**src/rtl/srx_pkg.sv**
```systemverilog
package srx_pkg;
  localparam int ADDR_W = 7;
  localparam int BYTE_W = 8;
  localparam logic [ADDR_W-1:0] CLK_TOP  = 7'h1F;
  localparam logic [ADDR_W-1:0] RAM_BASE = 7'h20;
  localparam logic [ADDR_W-1:0] ADDR_MAX = '1;

  typedef enum logic {PH_CMD, PH_DATA} phase_e;

  // advance a location and keep it inside its own region
  function automatic logic [ADDR_W-1:0] burst_next(input logic [ADDR_W-1:0] a);
    if (a <= CLK_TOP) return (a == CLK_TOP) ? '0 : a + 1'b1;
    return (a == ADDR_MAX) ? RAM_BASE : a + 1'b1;
  endfunction
endpackage

```
**src/rtl/srx_front.sv**
```systemverilog
module srx_front #(
  parameter int SYNC_STAGES = 2
) (
  input  logic clk,
  input  logic rst_n,
  input  logic spi_mode,
  input  logic ce_raw,
  input  logic sclk_raw,
  input  logic sdi_raw,
  output logic ce_act,
  output logic strobe,
  output logic shift,
  output logic din
);
  logic [SYNC_STAGES-1:0] ce_sy, sclk_sy, sdi_sy;
  logic [SYNC_STAGES-1:0] ce_sy_d, sclk_sy_d, sdi_sy_d;
  logic sclk_prev, sclk_prev_d, idle_q, idle_d;
  logic sclk_s, toggle;

  assign ce_act = ce_sy[SYNC_STAGES-1];
  assign sclk_s = sclk_sy[SYNC_STAGES-1];
  assign din    = sdi_sy[SYNC_STAGES-1];
  assign toggle = sclk_s ^ sclk_prev;
  assign strobe = ce_act && toggle && (sclk_s != idle_q);
  assign shift  = ce_act && toggle && (sclk_s == idle_q);

  always_comb begin
    ce_sy_d     = {ce_sy[SYNC_STAGES-2:0], ce_raw};
    sclk_sy_d   = {sclk_sy[SYNC_STAGES-2:0], sclk_raw};
    sdi_sy_d    = {sdi_sy[SYNC_STAGES-2:0], sdi_raw};
    sclk_prev_d = sclk_s;
    idle_d      = idle_q;
    if (!ce_act) idle_d = spi_mode ? sclk_s : 1'b0;
  end

  always_ff @(posedge clk or negedge rst_n) begin
    if (!rst_n) begin
      ce_sy     <= '0;
      sclk_sy   <= '0;
      sdi_sy    <= '0;
      sclk_prev <= 1'b0;
      idle_q    <= 1'b0;
    end else begin
      ce_sy     <= ce_sy_d;
      sclk_sy   <= sclk_sy_d;
      sdi_sy    <= sdi_sy_d;
      sclk_prev <= sclk_prev_d;
      idle_q    <= idle_d;
    end
  end

  AST_IDLE_HELD: assert property (@(posedge clk) disable iff (!rst_n)
    (ce_act && $past(ce_act)) |-> $stable(idle_q));
endmodule

```
**src/rtl/srx_engine.sv**
```systemverilog
module srx_engine
  import srx_pkg::*;
(
  input  logic              clk,
  input  logic              rst_n,
  input  logic              spi_mode,
  input  logic              ce_act,
  input  logic              strobe,
  input  logic              shift,
  input  logic              din,
  input  logic [BYTE_W-1:0] rd_data,
  output logic [ADDR_W-1:0] rd_addr,
  output logic              wr_en,
  output logic [ADDR_W-1:0] wr_addr,
  output logic [BYTE_W-1:0] wr_data,
  output logic              sdo,
  output logic              sdo_oe
);
  localparam int BIT_W = $clog2(BYTE_W);
  localparam logic [BIT_W-1:0] LAST_BIT = BIT_W'(BYTE_W - 1);

  phase_e            phase_q, phase_d;
  logic [BIT_W-1:0]  bit_q, bit_d;
  logic [ADDR_W-1:0] addr_q, addr_d, addr_nx;
  logic [BYTE_W-1:0] in_q, in_d, out_q, out_d, byte_in;
  logic              wr_q, wr_d, sdo_q, sdo_d, oe_q, oe_d, last;

  assign byte_in = spi_mode ? {in_q[BYTE_W-2:0], din} : {din, in_q[BYTE_W-1:1]};
  assign last    = strobe && (bit_q == LAST_BIT);
  assign addr_nx = burst_next(addr_q);
  assign rd_addr = (phase_q == PH_CMD) ? byte_in[ADDR_W-1:0] : addr_nx;
  assign wr_en   = last && (phase_q == PH_DATA) && wr_q;
  assign wr_addr = addr_q;
  assign wr_data = byte_in;
  assign sdo     = sdo_q;
  assign sdo_oe  = oe_q;

  always_comb begin
    phase_d = phase_q;
    bit_d   = bit_q;
    addr_d  = addr_q;
    in_d    = in_q;
    out_d   = out_q;
    wr_d    = wr_q;
    sdo_d   = sdo_q;
    oe_d    = oe_q;
    if (!ce_act) begin
      phase_d = PH_CMD;
      bit_d   = '0;
      oe_d    = 1'b0;
    end else begin
      if (strobe) begin
        in_d  = byte_in;
        bit_d = bit_q + 1'b1;
        if (last) begin
          if (phase_q == PH_CMD) begin
            addr_d  = byte_in[ADDR_W-1:0];
            wr_d    = byte_in[BYTE_W-1];
            phase_d = PH_DATA;
            if (!byte_in[BYTE_W-1]) out_d = rd_data;
          end else begin
            addr_d = addr_nx;
            if (!wr_q) out_d = rd_data;
          end
        end
      end
      if (shift && (phase_q == PH_DATA) && !wr_q) begin
        sdo_d = spi_mode ? out_q[BYTE_W-1] : out_q[0];
        out_d = spi_mode ? (out_q << 1) : (out_q >> 1);
        oe_d  = 1'b1;
      end
    end
  end

  always_ff @(posedge clk or negedge rst_n) begin
    if (!rst_n) begin
      phase_q <= PH_CMD;
      bit_q   <= '0;
      addr_q  <= '0;
      in_q    <= '0;
      out_q   <= '0;
      wr_q    <= 1'b0;
      sdo_q   <= 1'b0;
      oe_q    <= 1'b0;
    end else begin
      phase_q <= phase_d;
      bit_q   <= bit_d;
      addr_q  <= addr_d;
      in_q    <= in_d;
      out_q   <= out_d;
      wr_q    <= wr_d;
      sdo_q   <= sdo_d;
      oe_q    <= oe_d;
    end
  end

  AST_HIZ_DESELECTED: assert property (@(posedge clk) disable iff (!rst_n)
    !ce_act |=> !oe_q);
  AST_ABORT_CLEARS: assert property (@(posedge clk) disable iff (!rst_n)
    !ce_act |=> (bit_q == '0 && phase_q == PH_CMD));
  AST_REGION_KEPT: assert property (@(posedge clk) disable iff (!rst_n)
    (last && phase_q == PH_DATA) |=> ((addr_q <= CLK_TOP) == ($past(addr_q) <= CLK_TOP)));
  AST_OE_ONLY_READ: assert property (@(posedge clk) disable iff (!rst_n)
    $rose(oe_q) |-> !wr_q);
endmodule

```
**src/rtl/srx_store.sv**
```systemverilog
module srx_store
  import srx_pkg::*;
#(
  parameter int DEPTH     = 2 ** ADDR_W,
  parameter int CTRL_ADDR = 15,
  parameter int WP_BIT    = 6,
  parameter int RSV_LO    = 18,
  parameter int RSV_HI    = 31
) (
  input  logic              clk,
  input  logic              rst_n,
  input  logic              wr_en,
  input  logic [ADDR_W-1:0] wr_addr,
  input  logic [BYTE_W-1:0] wr_data,
  input  logic [ADDR_W-1:0] rd_addr,
  output logic [BYTE_W-1:0] rd_data
);
  localparam logic [BYTE_W-1:0] WP_MASK = BYTE_W'(1) << WP_BIT;

  logic [BYTE_W-1:0] mem_q [DEPTH];
  logic              wp;

  assign wp      = mem_q[CTRL_ADDR][WP_BIT];
  assign rd_data = mem_q[rd_addr];

  for (genvar i = 0; i < DEPTH; i++) begin : g_loc
    if (i >= RSV_LO && i <= RSV_HI) begin : g_rsv
      assign mem_q[i] = '0;
    end else begin : g_cell
      logic              sel;
      logic [BYTE_W-1:0] cell_q, cell_d;
      assign sel      = wr_en && (wr_addr == ADDR_W'(i));
      assign mem_q[i] = cell_q;
      if (i == CTRL_ADDR) begin : g_ctrl
        always_comb cell_d = wp ? ((cell_q & ~WP_MASK) | (wr_data & WP_MASK)) : wr_data;
        always_ff @(posedge clk or negedge rst_n) begin
          if (!rst_n)   cell_q <= '0;
          else if (sel) cell_q <= cell_d;
        end
      end else begin : g_plain
        always_comb cell_d = wr_data;
        always_ff @(posedge clk or negedge rst_n) begin
          if (!rst_n)          cell_q <= '0;
          else if (sel && !wp) cell_q <= cell_d;
        end
      end
    end
  end

  AST_WP_BLOCKS_CTRL: assert property (@(posedge clk) disable iff (!rst_n)
    (wr_en && wp) |=> $stable(mem_q[CTRL_ADDR] & ~WP_MASK));
  AST_WP_SELF_WRITABLE: assert property (@(posedge clk) disable iff (!rst_n)
    (wr_en && wr_addr == ADDR_W'(CTRL_ADDR)) |=> (mem_q[CTRL_ADDR][WP_BIT] == $past(wr_data[WP_BIT])));
endmodule

```
**src/rtl/serial_regfile_slave.sv**
```systemverilog
module serial_regfile_slave
  import srx_pkg::*;
#(
  parameter int SYNC_STAGES = 2
) (
  input  logic clk,
  input  logic rst_n,
  input  logic spi_mode_i,
  input  logic ce_i,
  input  logic sclk_i,
  input  logic sdi_i,
  output logic sdo_o,
  output logic sdo_oe_o
);
  logic              ce_act, strobe, shift, din, wr_en;
  logic [ADDR_W-1:0] rd_addr, wr_addr;
  logic [BYTE_W-1:0] rd_data, wr_data;

  srx_front #(.SYNC_STAGES(SYNC_STAGES)) front_i (
    .clk(clk), .rst_n(rst_n), .spi_mode(spi_mode_i),
    .ce_raw(ce_i), .sclk_raw(sclk_i), .sdi_raw(sdi_i),
    .ce_act(ce_act), .strobe(strobe), .shift(shift), .din(din)
  );

  srx_engine engine_i (
    .clk(clk), .rst_n(rst_n), .spi_mode(spi_mode_i),
    .ce_act(ce_act), .strobe(strobe), .shift(shift), .din(din),
    .rd_data(rd_data), .rd_addr(rd_addr),
    .wr_en(wr_en), .wr_addr(wr_addr), .wr_data(wr_data),
    .sdo(sdo_o), .sdo_oe(sdo_oe_o)
  );

  srx_store store_i (
    .clk(clk), .rst_n(rst_n),
    .wr_en(wr_en), .wr_addr(wr_addr), .wr_data(wr_data),
    .rd_addr(rd_addr), .rd_data(rd_data)
  );
endmodule

```
**config.mk**
```make
export PLATFORM = sky130hd
export DESIGN_NAME = serial_regfile_slave
export DESIGN_NICKNAME = d
export VERILOG_FILES = /design/src/rtl/srx_pkg.sv /design/src/rtl/srx_front.sv /design/src/rtl/srx_engine.sv /design/src/rtl/srx_store.sv /design/src/rtl/serial_regfile_slave.sv
export SDC_FILE = /design/constraint.sdc
export NUM_CORES = 2
export LEC_CHECK = 0
export BUFFER_PORTS_ARGS = -buffer_cell sky130_fd_sc_hd__buf_2
export CAP_MARGIN = 10
export CORE_MARGIN = 2
export CORE_UTILIZATION = 60
export CTS_CLUSTER_DIAMETER = 100
export DETAILED_ROUTE_END_ITERATION = 16
export MAX_ROUTING_LAYER = met4
export PLACE_DENSITY = 0.76
export SLEW_MARGIN = 20
export SYNTH_ARGS = -nofsm -noshare
export SYNTH_HDL_FRONTEND = slang
export SYNTH_SLANG_ARGS = --single-unit
```
**constraint.sdc**
```tcl
create_clock -name clk -period 3.1 [get_ports clk]
set_input_delay 0.31 -clock clk [delete_from_list [all_inputs] [get_ports clk]]
set_output_delay 0.31 -clock clk [all_outputs]
set_load 0.05 [all_outputs]
```
=== Yosys cells after proc, flatten, opt, wreduce, memory -nomap -nowiden ===
Cells that the tools add are included.

* Add/subtract/negate cells: 2
* Multipliers: 0
* Divide/modulo/power cells: 0
* Magnitude comparators: 2
* Equality and inequality tests: 122
* Shift operators: 0
* Muxes and demuxes: 27
* Bitwise logic cells: 4
* Reduce and logical (&&, ||, !) cells: 246

{| class="wikitable"
|+ Operators by type and width
! cell !! number
|-
| 7-bit == test (second input constant) || 64
|-
| 1-bit logical AND || 235
|-
| 7-bit by 6-bit == test with 1-bit output (second input constant) || 32
|-
| 8-bit two-way mux || 11
|-
| 8-bit binary-select mux with 7-bit select || 1
|-
| 7-bit by 4-bit == test with 1-bit output (second input constant) || 8
|-
| 7-bit two-way mux || 5
|-
| 7-bit by 3-bit == test with 1-bit output (second input constant) || 4
|-
| 7-bit by 5-bit == test with 1-bit output (second input constant) || 3
|-
| 7-bit by 2-bit == test with 1-bit output (second input constant) || 2
|-
| 8-bit >= comparator (second input constant) || 1
|-
| 1-bit two-way mux || 8
|-
| 7-bit NOT with 8-bit output || 1
|-
| 8-bit by 7-bit OR with 8-bit output || 1
|-
| 7-bit by 1-bit adder with 7-bit output (second input constant) || 1
|-
| 7-bit by 1-bit == test with 1-bit output (second input constant) || 1
|-
| 7-bit by 5-bit <= comparator with 1-bit output (second input constant) || 1
|-
| 7-bit logical NOT || 1
|-
| 3-bit two-way mux || 2
|-
| 2-bit by 1-bit inequality test with 1-bit output (second input constant) || 3
|-
| 3-bit inequality test (second input constant) || 2
|-
| 2-bit AND reduction || 3
|-
| 5-bit AND reduction || 1
|-
| 4-bit AND reduction || 1
|-
| 9 further kinds || 11
|}

* Flip-flop bits (word level): 950
* Bits in latches: 0
* RAM bits: 0
* Memory bits (read-only): 0
* Bits of input ports: 6
* Output and inout port bits: 2
* Logic and storage cells: 530
* Memories kept: 0

=== Longest topological paths before layout ===
* Depth after elaboration: 14
* Mapped depth: 16
* Depth with buffers taken out: 11

=== Hierarchy ===
From an unflattened synthesis, not the netlist that was laid out.

* Cells, all modules: 2925
* Area total of the unflattened synthesis: 44072.3 um^2

{| class="wikitable"
|+ By module, submodules not included
! module !! times used !! cells an instance !! area each (um^2) !! seq. area each (um^2)
|-
| srx_store || 1 || 2732 || 42069.1 || 22821.9
|-
| srx_engine || 1 || 177 || 1759.2 || 750.7
|-
| srx_front || 1 || 16 || 244.0 || 200.2
|}

=== Worst setup path before layout ===
OpenSTA, ideal clock, no wires.

* Kind: register -> register
* Start point: register engine_i.addr_q[0] (netlist: engine_i.wr_addr[0])
* End point: register engine_i.out_q[7]
* Setup time: 0.120 ns
* Arrival time: 2.696 ns
* Required time: 2.980 ns
* Path slack: 0.284 ns
* Cell stages (with the launch flop): 13
* Path buffers: 2
* Period minus slack after synthesis: 2.816 ns
* Cells stage by stage: dfrtp_1 > ha_1 > and4_1 > a21boi_2 > nor2_4 > buf_6 > buf_6 > mux2i_1 > nor3_1 > or4_1 > a41oi_1 > nand3_1 > o211a_1

* Word-level cells in the longest chain between the ends: 14
* Elaborated cells on any way between the ends: 20
* Classes of those cells: add/sub: 1; order compare: 1; eq/ne: 2; mux: 15; bitwise: 1

{| class="wikitable"
|+ RTL lines
! element !! RTL line !! source
|-
| start: declaration || srx_engine.sv:24 || <nowiki>logic [ADDR_W-1:0] addr_q, addr_d, addr_nx;</nowiki>
|-
| start signal: assignment || srx_engine.sv:88 || <nowiki>addr_q <= addr_d;</nowiki>
|-
| 7-bit by 1-bit adder with 7-bit output / 7-bit by 5-bit == test with 1-bit output (equally long branches) || srx_pkg.sv:12, srx_pkg.sv:13 ||
|-
| 7-bit two-way mux (2 in a row) || srx_pkg.sv:12 || <nowiki>if (a <= CLK_TOP) return (a == CLK_TOP) ? '0 : a + 1'b1;</nowiki>
|-
| 7-bit two-way mux * || srx_pkg.sv:13 || <nowiki>return (a == ADDR_MAX) ? RAM_BASE : a + 1'b1;</nowiki>
|-
| 7-bit two-way mux * || srx_engine.sv:31 || <nowiki>assign rd_addr = (phase_q == PH_CMD) ? byte_in[ADDR_W-1:0] : addr_nx;</nowiki>
|-
| 7-bit NOT with 8-bit output (implied by the code) * || srx_store.sv:24 || <nowiki>assign rd_data = mem_q[rd_addr];</nowiki>
|-
| 8-bit binary-select mux with 7-bit select * || srx_store.sv:24 ||
|-
| 8-bit two-way mux (implied by the code) * (2 in a row) || srx_store.sv:24 ||
|-
| 8-bit two-way mux (on tied branches) || srx_engine.sv:60, srx_engine.sv:63 ||
|-
| 8-bit two-way mux * || srx_engine.sv:56 || <nowiki>if (phase_q == PH_CMD) begin</nowiki>
|-
| 8-bit two-way mux * || srx_engine.sv:55 || <nowiki>if (last) begin</nowiki>
|-
| 8-bit two-way mux * || srx_engine.sv:52 || <nowiki>if (strobe) begin</nowiki>
|-
| 8-bit two-way mux * || srx_engine.sv:67 || <nowiki>if (shift && (phase_q == PH_DATA) && !wr_q) begin</nowiki>
|-
| end signal: assignment || srx_engine.sv:90 || <nowiki>out_q <= out_d;</nowiki>
|-
| end: declaration || srx_engine.sv:25 || <nowiki>logic [BYTE_W-1:0] in_q, in_d, out_q, out_d, byte_in;</nowiki>
|}

Every way passes the cells marked *; elsewhere a longest branch is shown, timed or not. The select of a mux whose other input is x is not followed.
A chain may end at the register's enable or synchronous reset.

=== Worst setup path after layout ===
* Start point: register engine_i.addr_q[0] (netlist: engine_i.wr_addr[0])
* End point: register engine_i.out_q[4]

The elaborated chain is that of the path after synthesis.

==> metrics.cfg <==
[outcome]
status=complete, but fails checks
violations=negative setup slack

[power_and_ir_drop]
cellLeakagePower_nw=22.3
p_per_area_nw_per_um2=701
vdd.ir_drop.worst_v=0.000613
total_power_mw=35.3

[worst_setup_path]
worstPathArrival_ns=3.86
worstPathRequired_ns=3.70
path_cells=ha_2 > buf_6 > xnor2_4 > mux2i_4 > buf_12 > buf_4 > a21oi_1 > a221oi_1 > o21ai_0 > nand3_1 > nand4_1 > buf_4 > nand3_1 > o21ai_1
cpPeakStageDelay_ns=0.56
worstSetupPathType=flop to flop
startpoint_type=flop
critical-path-slowest-cell=a21oi_1
end_kind=flop
crit_fanout=5

[synth]
async_flop_share_pct=100
avgSynthCellArea_um2=9.56
synthTopCellsByArea=dfrtp_1 (56%), nand2_1 (8.5%), o21ai_0 (6.8%)
synthCells=4479
yosys.area.top_type=dfrtp_1
syn_area_um2=42800
synth-main-ff-cell=dfrtp_1
synth_seq_cells=950
synth-edff-count=0
netlist.area_leader.share_pct=55.5
synth_seq_area_share_pct=55.5
yosysWarnings=0
yosys.cell_types.count=86
synth_nets=4491

[timing]
max_freq_mhz=307
max_slew_margin_pct=21.6
post-route-min-period_ns=3.25
rsz0062_at_grt=true
tightest_slew_ns=1.18
setup_viol=8
maxSlewViolCount=0
final_hold_viol_count=0
timing.final.crit_share_pct=105
fin_skew_ns=0.0299
setup_slack_ns=-0.154
setup_tns_ns=-0.604

[clock_network]
cts.sinks=950
clockBufferDepth=3
cts.clk_slew.worst_paths_ns=0.07
clk_latency_ns=0.69
htree_levels=3
cts-root-buf=clkbuf_16
cts_tree=built
cts_buffers=95

[drt]
wl_per_cell_um=24.0
routed_wl_um=136000
antenna_left=0
viasPerCell=6.40
drc=0
vias=36257
drt_iter0_drc=4739
drt_first_pass_iters=9

[die]
fp.dieW_um=271
die_area_um2=73500
die_y_um=271
start_util_pct=60.8
rows=97
pin_count=8
coreArea_um2=70400

[place]
hpwl_um=88300
gp_congestion=1.05
portBuffers=7
post-place-cells=5428

[finish]
drive_gt1_share_pct=16.9
fin_util_pct=71.5
stdcell_count=5663
fin_nets=4653
syn_to_final_growth_pct=17.6

[grt]
grt_pass1_wl_um=208000
grt_overflow=0
antenna_found_initial=2
grt_pass1_vias=35493
gr-usage-all-layers_pct=38.0
grt_max_degree=111

[hold_path]
holdCritPathClass=input pin to asynchronous set/reset pin

[flow_run]
cap_violations=0

[Yosys cell counts, types with 6 or more instances]
| cell | count |
|---|---|
| a211oi_1 | 12 |
| a21oi_1 | 426 |
| a221o_1 | 14 |
| a221oi_1 | 35 |
| a22o_1 | 6 |
| a22oi_1 | 14 |
| a311oi_1 | 6 |
| a31oi_1 | 36 |
| a32o_1 | 6 |
| a32oi_1 | 31 |
| and3_1 | 22 |
| buf_1 | 8 |
| buf_2 | 80 |
| buf_4 | 23 |
| buf_6 | 28 |
| clkbuf_1 | 212 |
| dfrtp_1 | 950 |
| ha_1 | 6 |
| inv_1 | 6 |
| mux2_2 | 14 |
| mux2i_1 | 125 |
| mux4_2 | 71 |
| nand2_1 | 966 |
| nand2b_1 | 8 |
| nand3_1 | 112 |
| nand4_1 | 15 |
| nor2_1 | 456 |
| nor2_2 | 12 |
| nor2_8 | 9 |
| nor2b_1 | 13 |
| nor3_1 | 25 |
| o211ai_1 | 10 |
| o21ai_0 | 586 |
| o21ai_1 | 23 |
| o22ai_1 | 10 |
| or3_1 | 7 |
[through the flow]
stage | setup WS, ns | hold slack [ns] | cell area [µm²]
final | -0.154 | 0.178 | 50400
after global routing | -0.183 | 0.215 | 50400
after CTS | -0.0144 | 0.182 | 49500
after detailed placement | -0.226 | 0.290 | 45800
after global placement | -0.178 | 0.289 | 45800
after floorplan | 0.284 | 0.0144 | 42800
[worst max-delay path, delay by kind of cell (launching register included)]
kind	cells	cell delay (ns)
AO/OA/AOI/OAI	4	1.09
XOR/XNOR	1	0.20
adder cells (fa/ha/maj)	1	0.21
buffers and inverters	4	0.59
flip-flops	1	0.43
multiplexers	1	0.12
AND/OR/NAND/NOR	3	0.52
[registers in the layout, summed over array words and instances, names as in the netlist, 2 cells and up]
signal	cells
engine_i.bit_q	3
engine_i.in_q	8
engine_i.out_q	8
engine_i.wr_addr	7
front_i.ce_sy	2
front_i.sclk_sy	2
front_i.sdi_sy	2
store_i.g_loc.g_cell.cell_q	912
[final timing paths]
path | startpoint | end | cells after the start | slack [ns]
max | engine_i.wr_addr[0] | engine_i.out_q[4] | 14 | -0.15
min | rst_n | store_i.g_loc[69].g_cell.cell_q[5] | 2 | 0.18
min in group clk | spi_mode_i | front_i.idle_q | 4 | 0.21
max reg2reg | engine_i.wr_addr[0] | engine_i.out_q[4] | 14 | -0.15
min reg2reg | front_i.ce_sy[0] | front_i.ce_sy[1] | 0 | 0.35
max in group asynchronous | rst_n | store_i.g_loc[34].g_cell.cell_q[5] | 4 | 1.91
[cells in the final DEF (no fill, tap or decap), types with 11 or more instances in the layout]
master     count
a21oi_1      424
a221o_1       14
a221oi_1      30
a22oi_1       14
a31oi_1       34
a32oi_1       25
and3_1        20
buf_12        61
buf_4        325
buf_6         12
bufinv_16     13
clkbuf_1      19
clkbuf_16     98
clkbuf_8      18
clkinv_2      18
dfrtp_1      949
mux2_2        13
mux2i_1      113
mux2i_4       11
mux4_2        71
nand2_1      942
nand2_2       24
nand3_1      110
nand4_1       15
nor2_1       451
nor2_2        15
nor2b_1       12
nor3_1        21
o21ai_0      578
o21ai_1       27
[final cells by class]
cell class	instances	area, µm²
antenna	3	7.51
clock buffer	133	2720
clock inverter	43	611
fill	5002	20000
inverter	6	22.5
multi-input combinational	3167	17900
sequential	950	23800
tap	940	1180
timing repair buffer	421	4180
[power by group]
| part | switching [mW] | internal (mW) | total (mW) | leakage, nW |
|---|---|---|---|---|
| logic | 6.79 | 3.71 | 10.5 | 12.2 |
| clock network | 5.04 | 7.24 | 12.3 | 1.63 |
| registers | 0.0692 | 12.4 | 12.5 | 8.44 |
| total | 11.9 | 23.4 | 35.3 | 22.3 |
[cell families after synthesis]
kind of cell,synth area share [%]
adders and majority gates,0.175
xor gates and xnor gates,0.123
and+or+nand+nor,16.2
DFF,55.5
AOI/OAI and AO/OA,16.6
muxes,7.21
buffers and inverters,4.23
[routing by layer]
| layer | GRT usage [%] | routed length [µm] | up-vias | share of wire (%) |
|---|---|---|---|---|
| met5 | - | 0 | - | 0 |
| met4 | 20.7 | 8850 | 0 | 6.5 |
| met3 | 8.81 | 14200 | 591 | 10 |
| met2 | 56.0 | 61400 | 2123 | 45 |
| met1 | 49.2 | 51500 | 17724 | 38 |
| li1 | - | - | 15819 | - |
[timing repair]
item                                    CTS  global route
resized for setup                        10           114
hold endpoints to repair                104             0
hold buffers                              4             0
setup buffers                            15            33
pin swaps                                 8            28
endpoints found under the setup margin    8            48
cloned                                    2             2
No activity file was read; power rests on OpenSTA's default activity.
